==> src/rtl/pcc_pkg.sv <==
package pcc_pkg;
  localparam int CFG_W = 13;

  typedef struct packed {
    logic       manage;
    logic       drv_off;
    logic       hold;
    logic       inp_dis;
    logic       ib_sel;
    logic       ana_en;
    logic       ana_sel;
    logic       ana_pol;
    logic       slow;
    logic       vtrip;
    logic [2:0] dm;
  } pad_cfg_t;

  localparam pad_cfg_t CFG_DEF_BIDIR = pad_cfg_t'(13'h1806);
  localparam pad_cfg_t CFG_DEF_INPUT = pad_cfg_t'(13'h1801);
endpackage

==> src/rtl/pcc_shift.sv <==
module pcc_shift
  import pcc_pkg::*;
#(
  parameter pad_cfg_t RST_CFG = CFG_DEF_INPUT
) (
  input  logic     clk,
  input  logic     ld_rst_n,
  input  logic     shift_en,
  input  logic     load_en,
  input  logic     ser_in,
  output logic     ser_out,
  output pad_cfg_t cfg_q
);
  localparam int TOP = CFG_W - 1;

  logic [CFG_W-1:0] sh_q;

  always_ff @(posedge clk) begin
    if (!ld_rst_n) begin
      sh_q  <= RST_CFG;
      cfg_q <= RST_CFG;
    end else begin
      if (shift_en) sh_q <= {sh_q[TOP-1:0], ser_in};
      if (load_en)  cfg_q <= pad_cfg_t'(sh_q);
    end
  end

  assign ser_out = sh_q[TOP];

  // active word holds without a load strobe
  p_hold_r4: assert property (@(posedge clk) disable iff (!ld_rst_n)
    !load_en |=> $stable(cfg_q));
  // load copies the pre-edge shift stage
  p_load_r4: assert property (@(posedge clk) disable iff (!ld_rst_n)
    load_en |=> (cfg_q == pad_cfg_t'($past(sh_q))));
  // new serial bit enters at the bottom
  p_shift_r2: assert property (@(posedge clk) disable iff (!ld_rst_n)
    shift_en |=> (sh_q[0] == $past(ser_in)));
  // no tick, no movement
  p_still_r2: assert property (@(posedge clk) disable iff (!ld_rst_n)
    !shift_en |=> $stable(sh_q));
endmodule

==> src/rtl/pcc_route.sv <==
module pcc_route #(
  parameter bit FULL_BIDIR = 1'b0
) (
  input  logic manage,
  input  logic drv_off,
  input  logic mgmt_out,
  input  logic mgmt_oe_n,
  input  logic user_out,
  input  logic user_oe_n,
  input  logic pad_in,
  output logic pad_out,
  output logic pad_oe_n,
  output logic mgmt_in,
  output logic user_in
);
  logic m_oe_n;

  generate
    if (FULL_BIDIR) begin : g_full
      assign m_oe_n = mgmt_oe_n;
    end else begin : g_sel
      // management enable is tied inactive here, so the stored bit rules
      assign m_oe_n = drv_off & mgmt_oe_n;
    end
  endgenerate

  always_comb begin
    if (manage) begin
      pad_out  = mgmt_out;
      pad_oe_n = m_oe_n;
    end else begin
      pad_out  = user_out;
      pad_oe_n = user_oe_n;
    end
  end

  assign mgmt_in = pad_in;
  assign user_in = pad_in;
endmodule

==> src/rtl/pcc_cell.sv <==
module pcc_cell
  import pcc_pkg::*;
#(
  parameter bit       FULL_BIDIR = 1'b0,
  parameter pad_cfg_t RST_CFG    = CFG_DEF_INPUT
) (
  input  logic       clk,
  input  logic       ld_rst_n,
  input  logic       shift_en,
  input  logic       load_en,
  input  logic       ser_in,
  output logic       ser_out,
  input  logic       mgmt_out,
  input  logic       mgmt_oe_n,
  output logic       mgmt_in,
  input  logic       user_out,
  input  logic       user_oe_n,
  output logic       user_in,
  input  logic       pad_in,
  output logic       pad_out,
  output logic       pad_oe_n,
  output logic [2:0] pad_dm,
  output logic       pad_inp_dis,
  output logic       pad_ib_sel,
  output logic       pad_vtrip,
  output logic       pad_slow,
  output logic       pad_hold,
  output logic       pad_ana_en,
  output logic       pad_ana_sel,
  output logic       pad_ana_pol
);
  pad_cfg_t cfg;

  pcc_shift #(.RST_CFG(RST_CFG)) u_shift (
    .clk      (clk),
    .ld_rst_n (ld_rst_n),
    .shift_en (shift_en),
    .load_en  (load_en),
    .ser_in   (ser_in),
    .ser_out  (ser_out),
    .cfg_q    (cfg)
  );

  pcc_route #(.FULL_BIDIR(FULL_BIDIR)) u_route (
    .manage    (cfg.manage),
    .drv_off   (cfg.drv_off),
    .mgmt_out  (mgmt_out),
    .mgmt_oe_n (mgmt_oe_n),
    .user_out  (user_out),
    .user_oe_n (user_oe_n),
    .pad_in    (pad_in),
    .pad_out   (pad_out),
    .pad_oe_n  (pad_oe_n),
    .mgmt_in   (mgmt_in),
    .user_in   (user_in)
  );

  assign pad_dm      = cfg.dm;
  assign pad_inp_dis = cfg.inp_dis;
  assign pad_ib_sel  = cfg.ib_sel;
  assign pad_vtrip   = cfg.vtrip;
  assign pad_slow    = cfg.slow;
  assign pad_hold    = cfg.hold;
  assign pad_ana_en  = cfg.ana_en;
  assign pad_ana_sel = cfg.ana_sel;
  assign pad_ana_pol = cfg.ana_pol;

  // user side owns the pad when the manage bit is clear
  p_user_own_r6: assert property (@(posedge clk) disable iff (!ld_rst_n)
    !cfg.manage |-> (pad_out == user_out && pad_oe_n == user_oe_n));
  // pad input reaches both sides
  p_input_back_r9: assert property (@(posedge clk) disable iff (!ld_rst_n)
    (mgmt_in == pad_in) && (user_in == pad_in));
endmodule

==> src/rtl/pcc_chain.sv <==
module pcc_chain
  import pcc_pkg::*;
#(
  parameter int NUM_PADS  = 4,
  parameter int NUM_BIDIR = 2
) (
  input  logic                  clk,
  input  logic                  ld_rst_n,
  input  logic                  shift_en,
  input  logic                  load_en,
  input  logic                  ser_in,
  output logic                  ser_out,
  input  logic [NUM_BIDIR-1:0]  mgmt_out,
  input  logic [NUM_BIDIR-1:0]  mgmt_oe_n,
  output logic [NUM_PADS-1:0]   mgmt_in,
  input  logic [NUM_PADS-1:0]   user_out,
  input  logic [NUM_PADS-1:0]   user_oe_n,
  output logic [NUM_PADS-1:0]   user_in,
  input  logic [NUM_PADS-1:0]   pad_in,
  output logic [NUM_PADS-1:0]   pad_out,
  output logic [NUM_PADS-1:0]   pad_oe_n,
  output logic [3*NUM_PADS-1:0] pad_dm,
  output logic [NUM_PADS-1:0]   pad_inp_dis,
  output logic [NUM_PADS-1:0]   pad_ib_sel,
  output logic [NUM_PADS-1:0]   pad_vtrip,
  output logic [NUM_PADS-1:0]   pad_slow,
  output logic [NUM_PADS-1:0]   pad_hold,
  output logic [NUM_PADS-1:0]   pad_ana_en,
  output logic [NUM_PADS-1:0]   pad_ana_sel,
  output logic [NUM_PADS-1:0]   pad_ana_pol
);
  localparam int LINKS = NUM_PADS + 1;

  logic [LINKS-1:0] link;
  assign link[0] = ser_in;
  assign ser_out = link[NUM_PADS];

  generate
    for (genvar i = 0; i < NUM_PADS; i++) begin : g_cell
      logic m_out, m_oe_n;
      if (i < NUM_BIDIR) begin : g_bidir
        assign m_out  = mgmt_out[i];
        assign m_oe_n = mgmt_oe_n[i];
      end else begin : g_loop
        assign m_out  = pad_in[i];
        assign m_oe_n = 1'b1;
      end

      pcc_cell #(
        .FULL_BIDIR (i < NUM_BIDIR),
        .RST_CFG    ((i < NUM_BIDIR) ? CFG_DEF_BIDIR : CFG_DEF_INPUT)
      ) u_cell (
        .clk         (clk),
        .ld_rst_n    (ld_rst_n),
        .shift_en    (shift_en),
        .load_en     (load_en),
        .ser_in      (link[i]),
        .ser_out     (link[i+1]),
        .mgmt_out    (m_out),
        .mgmt_oe_n   (m_oe_n),
        .mgmt_in     (mgmt_in[i]),
        .user_out    (user_out[i]),
        .user_oe_n   (user_oe_n[i]),
        .user_in     (user_in[i]),
        .pad_in      (pad_in[i]),
        .pad_out     (pad_out[i]),
        .pad_oe_n    (pad_oe_n[i]),
        .pad_dm      (pad_dm[3*i +: 3]),
        .pad_inp_dis (pad_inp_dis[i]),
        .pad_ib_sel  (pad_ib_sel[i]),
        .pad_vtrip   (pad_vtrip[i]),
        .pad_slow    (pad_slow[i]),
        .pad_hold    (pad_hold[i]),
        .pad_ana_en  (pad_ana_en[i]),
        .pad_ana_sel (pad_ana_sel[i]),
        .pad_ana_pol (pad_ana_pol[i])
      );
    end
  endgenerate

  // reset beats both strobes; the serial output shows the default top bit
  p_reset_prio_r10: assert property (@(posedge clk)
    !ld_rst_n |=> (ser_out == 1'b1));
endmodule

==> config.mk <==
export PLATFORM = sky130hd
export DESIGN_NAME = pcc_chain
export DESIGN_NICKNAME = d
export VERILOG_FILES = /design/src/rtl/pcc_pkg.sv /design/src/rtl/pcc_shift.sv /design/src/rtl/pcc_route.sv /design/src/rtl/pcc_cell.sv /design/src/rtl/pcc_chain.sv
export SDC_FILE = /design/constraint.sdc
export NUM_CORES = 1
export LEC_CHECK = 0
export BUFFER_PORTS_ARGS = -buffer_cell sky130_fd_sc_hd__buf_4
export CAP_MARGIN = 40
export CORE_UTILIZATION = 25
export CTS_CLUSTER_SIZE = 40
export DETAILED_ROUTE_END_ITERATION = 10
export PLACE_DENSITY = 0.42
export RECOVER_POWER = 50
export SETUP_SLACK_MARGIN = 0.1
export SLEW_MARGIN = 20
export SYNTH_ARGS = -nofsm -noshare
export SYNTH_HDL_FRONTEND = slang
export SYNTH_SLANG_ARGS = --single-unit
==> constraint.sdc <==
create_clock -name clk -period 1.8 [get_ports clk]
set_clock_uncertainty 0.05 [all_clocks]
set_input_delay 0.27 -clock clk [delete_from_list [all_inputs] [get_ports clk]]
set_output_delay 0.27 -clock clk [all_outputs]
set_load 0.01 [all_outputs]
==> results.cfg <==
[outcome]
run_status = complete, no violations

[synthesis]
ys_warn_count = 0
yosysTopAreaCell = dfxtp_1
syn_nets = 406
synth_cell_types = 11
netlist_area_um2 = 4320
synthDominantCellAreaShare_pct = 47.2
synth-seq-cells = 102
synth_cells = 385
ys_top_cells_by_area = dfxtp_1 47%, mux2i_1 24%, nor2b_1 11%
syn_avg_cell_area_um2 = 11.2
ys_seq_area_share_pct = 47.2

[timing]
hold_viol_final = 0
fin_ws_ns = 0.247
hold_slack_ns = 0.138
tightest_slew_ns = 0.842
period_share_pct = 86.3
min_period_ns = 1.55
finalSetupTns_ns = 0
relSlewSlack_pct = 43.9
rsz0062_at_grt = false
fmax_mhz = 644
report.final.slew_viol_count = 0
setup_viol = 0

[global_route]
grt_usage_pct = 9.70
first_global_vias = 2533
globalRouteOverflowTotal = 0
grt_max_degree = 51
antenna_found_initial = 0
grt_pass1_wl_um = 13200

[cells_and_area]
nets = 427
final_cell_mix = 102 x mux2i_1, 102 x dfxtp_1, 76 x nor2b_1
layout-drive-gt1-share_pct = 24.3
antenna_cells = 0
fin_util_pct = 29.4
areaGrowthSynthToFinish_pct = 13.9

[setup_path]
cp.required_ns = 1.48
end_kind = primary output
arrival_ns = 1.23
crit_path_start_kind = flop
critPathKind = reg -> out
crit_fanout = 3

[detailed_routing]
dr_total_vias = 2444
ant_nets = 0
firstDrtPassIters = 4
wirelength_um = 7980
wl_per_cell_um = 12.6
drc_errors = 0
viasPerCell = 3.87
drtIter0Drc = 66

[floorplanning]
rows = 47
core_area_um2 = 16800
ios = 82
die_w_um = 134
die_area_um2 = 17800
initial_core_util_pct = 25.8
die_h_um = 134

[power_and_ir_drop]
ir_worst_vdd_uv = 405
powerDensity_nw_per_um2 = 951
total_leakage_power_nw = 2.12

[clock_network]
cts_buffers = 9
cts_buffer_depth = 2
post_cts_resized = 0
cts_root_buf = clkbuf_16
clk_transition_reported_paths_ns = 0.07
cts.hold.buffers_added = 0
htree_levels = 3
clock_latency_ns = 0.35
tritoncts = yes
post_cts_buffers = 0
cts_sinks = 102

[placed_design]
numPortBuffers = 75
dp_slack_ns = 0.498
place_congestion = 0.648
dp_hpwl_um = 5410

[min_path]
hp-class = in -> reg

[run]
drv_cap = 0
[synth_stat cells]
cell / n
buf_2: 9
buf_4: 48
clkbuf_1: 2
buf_6: 4
buf_12: 4
dfxtp_1: 102
mux2i_1: 102
mux2_2: 8
buf_8: 4
nand2_1: 26
nor2b_1: 76
[flip-flops by register name (all words and copies together), names as in the netlist]
signal,cells
g_cell.u_cell.u_shift.cfg_q,50
g_cell.u_cell.u_shift.sh_q,52
[metal layers]
layer  track usage [%]  wire, um  up-vias
li1                  -         -     1261
met1              12.1      3870     1110
met2              15.2      3560       59
met3              2.25       343       14
met4              5.87       203        0
met5                 0         0        -
[worst max-delay path, stage by stage (launching register included)]
cell and delay (ns):
dfxtp_1 0.39, mux2_2 0.35, buf_4 0.14
[layout make-up]
cell class | count | area, um2
fillers | 1734 | 11800
flip-flops and latches | 102 | 2040
multi-input cells | 212 | 1680
repair buffers | 81 | 623
well taps | 220 | 275
clock buffers | 11 | 243
clock inverters | 5 | 56.3
[kinds of logic after synthesis]
kind of cell	synth area share, %
buf+inv	13.8
flops	47.2
mux	25.7
simple gates	13.3
[report_power, final]
group	total (mW)	internal [mW]	switching, mW
combinational	0.346	0.190	0.157
sequential	2.36	2.31	0.0483
clock	1.97	1.12	0.856
[path summary, 6_finish.rpt]
check	start	to	slack (ns)	cells past startpoint
setup / recovery	g_cell[0].u_cell.u_shift.cfg_q[12]	pad_out[0]	0.25	2
hold / removal	ser_in	g_cell[0].u_cell.u_shift.sh_q[0]	0.14	3
setup reg to reg	g_cell[3].u_cell.u_shift.sh_q[11]	g_cell[3].u_cell.u_shift.cfg_q[11]	1.06	2
hold reg to reg	g_cell[1].u_cell.u_shift.sh_q[11]	g_cell[1].u_cell.u_shift.sh_q[12]	0.43	2
[stage by stage]
step	power, mW	cell area [um2]	instances
2_1_floorplan	2.71	4320	385
3_3_place_gp	2.78	4670	615
3_5_place_dp	2.78	4670	615
4_1_cts	4.80	4970	631
5_1_grt	4.91	4920	631
6_report	4.68	4920	631
Note: power is estimated with default switching activity, not from simulation.
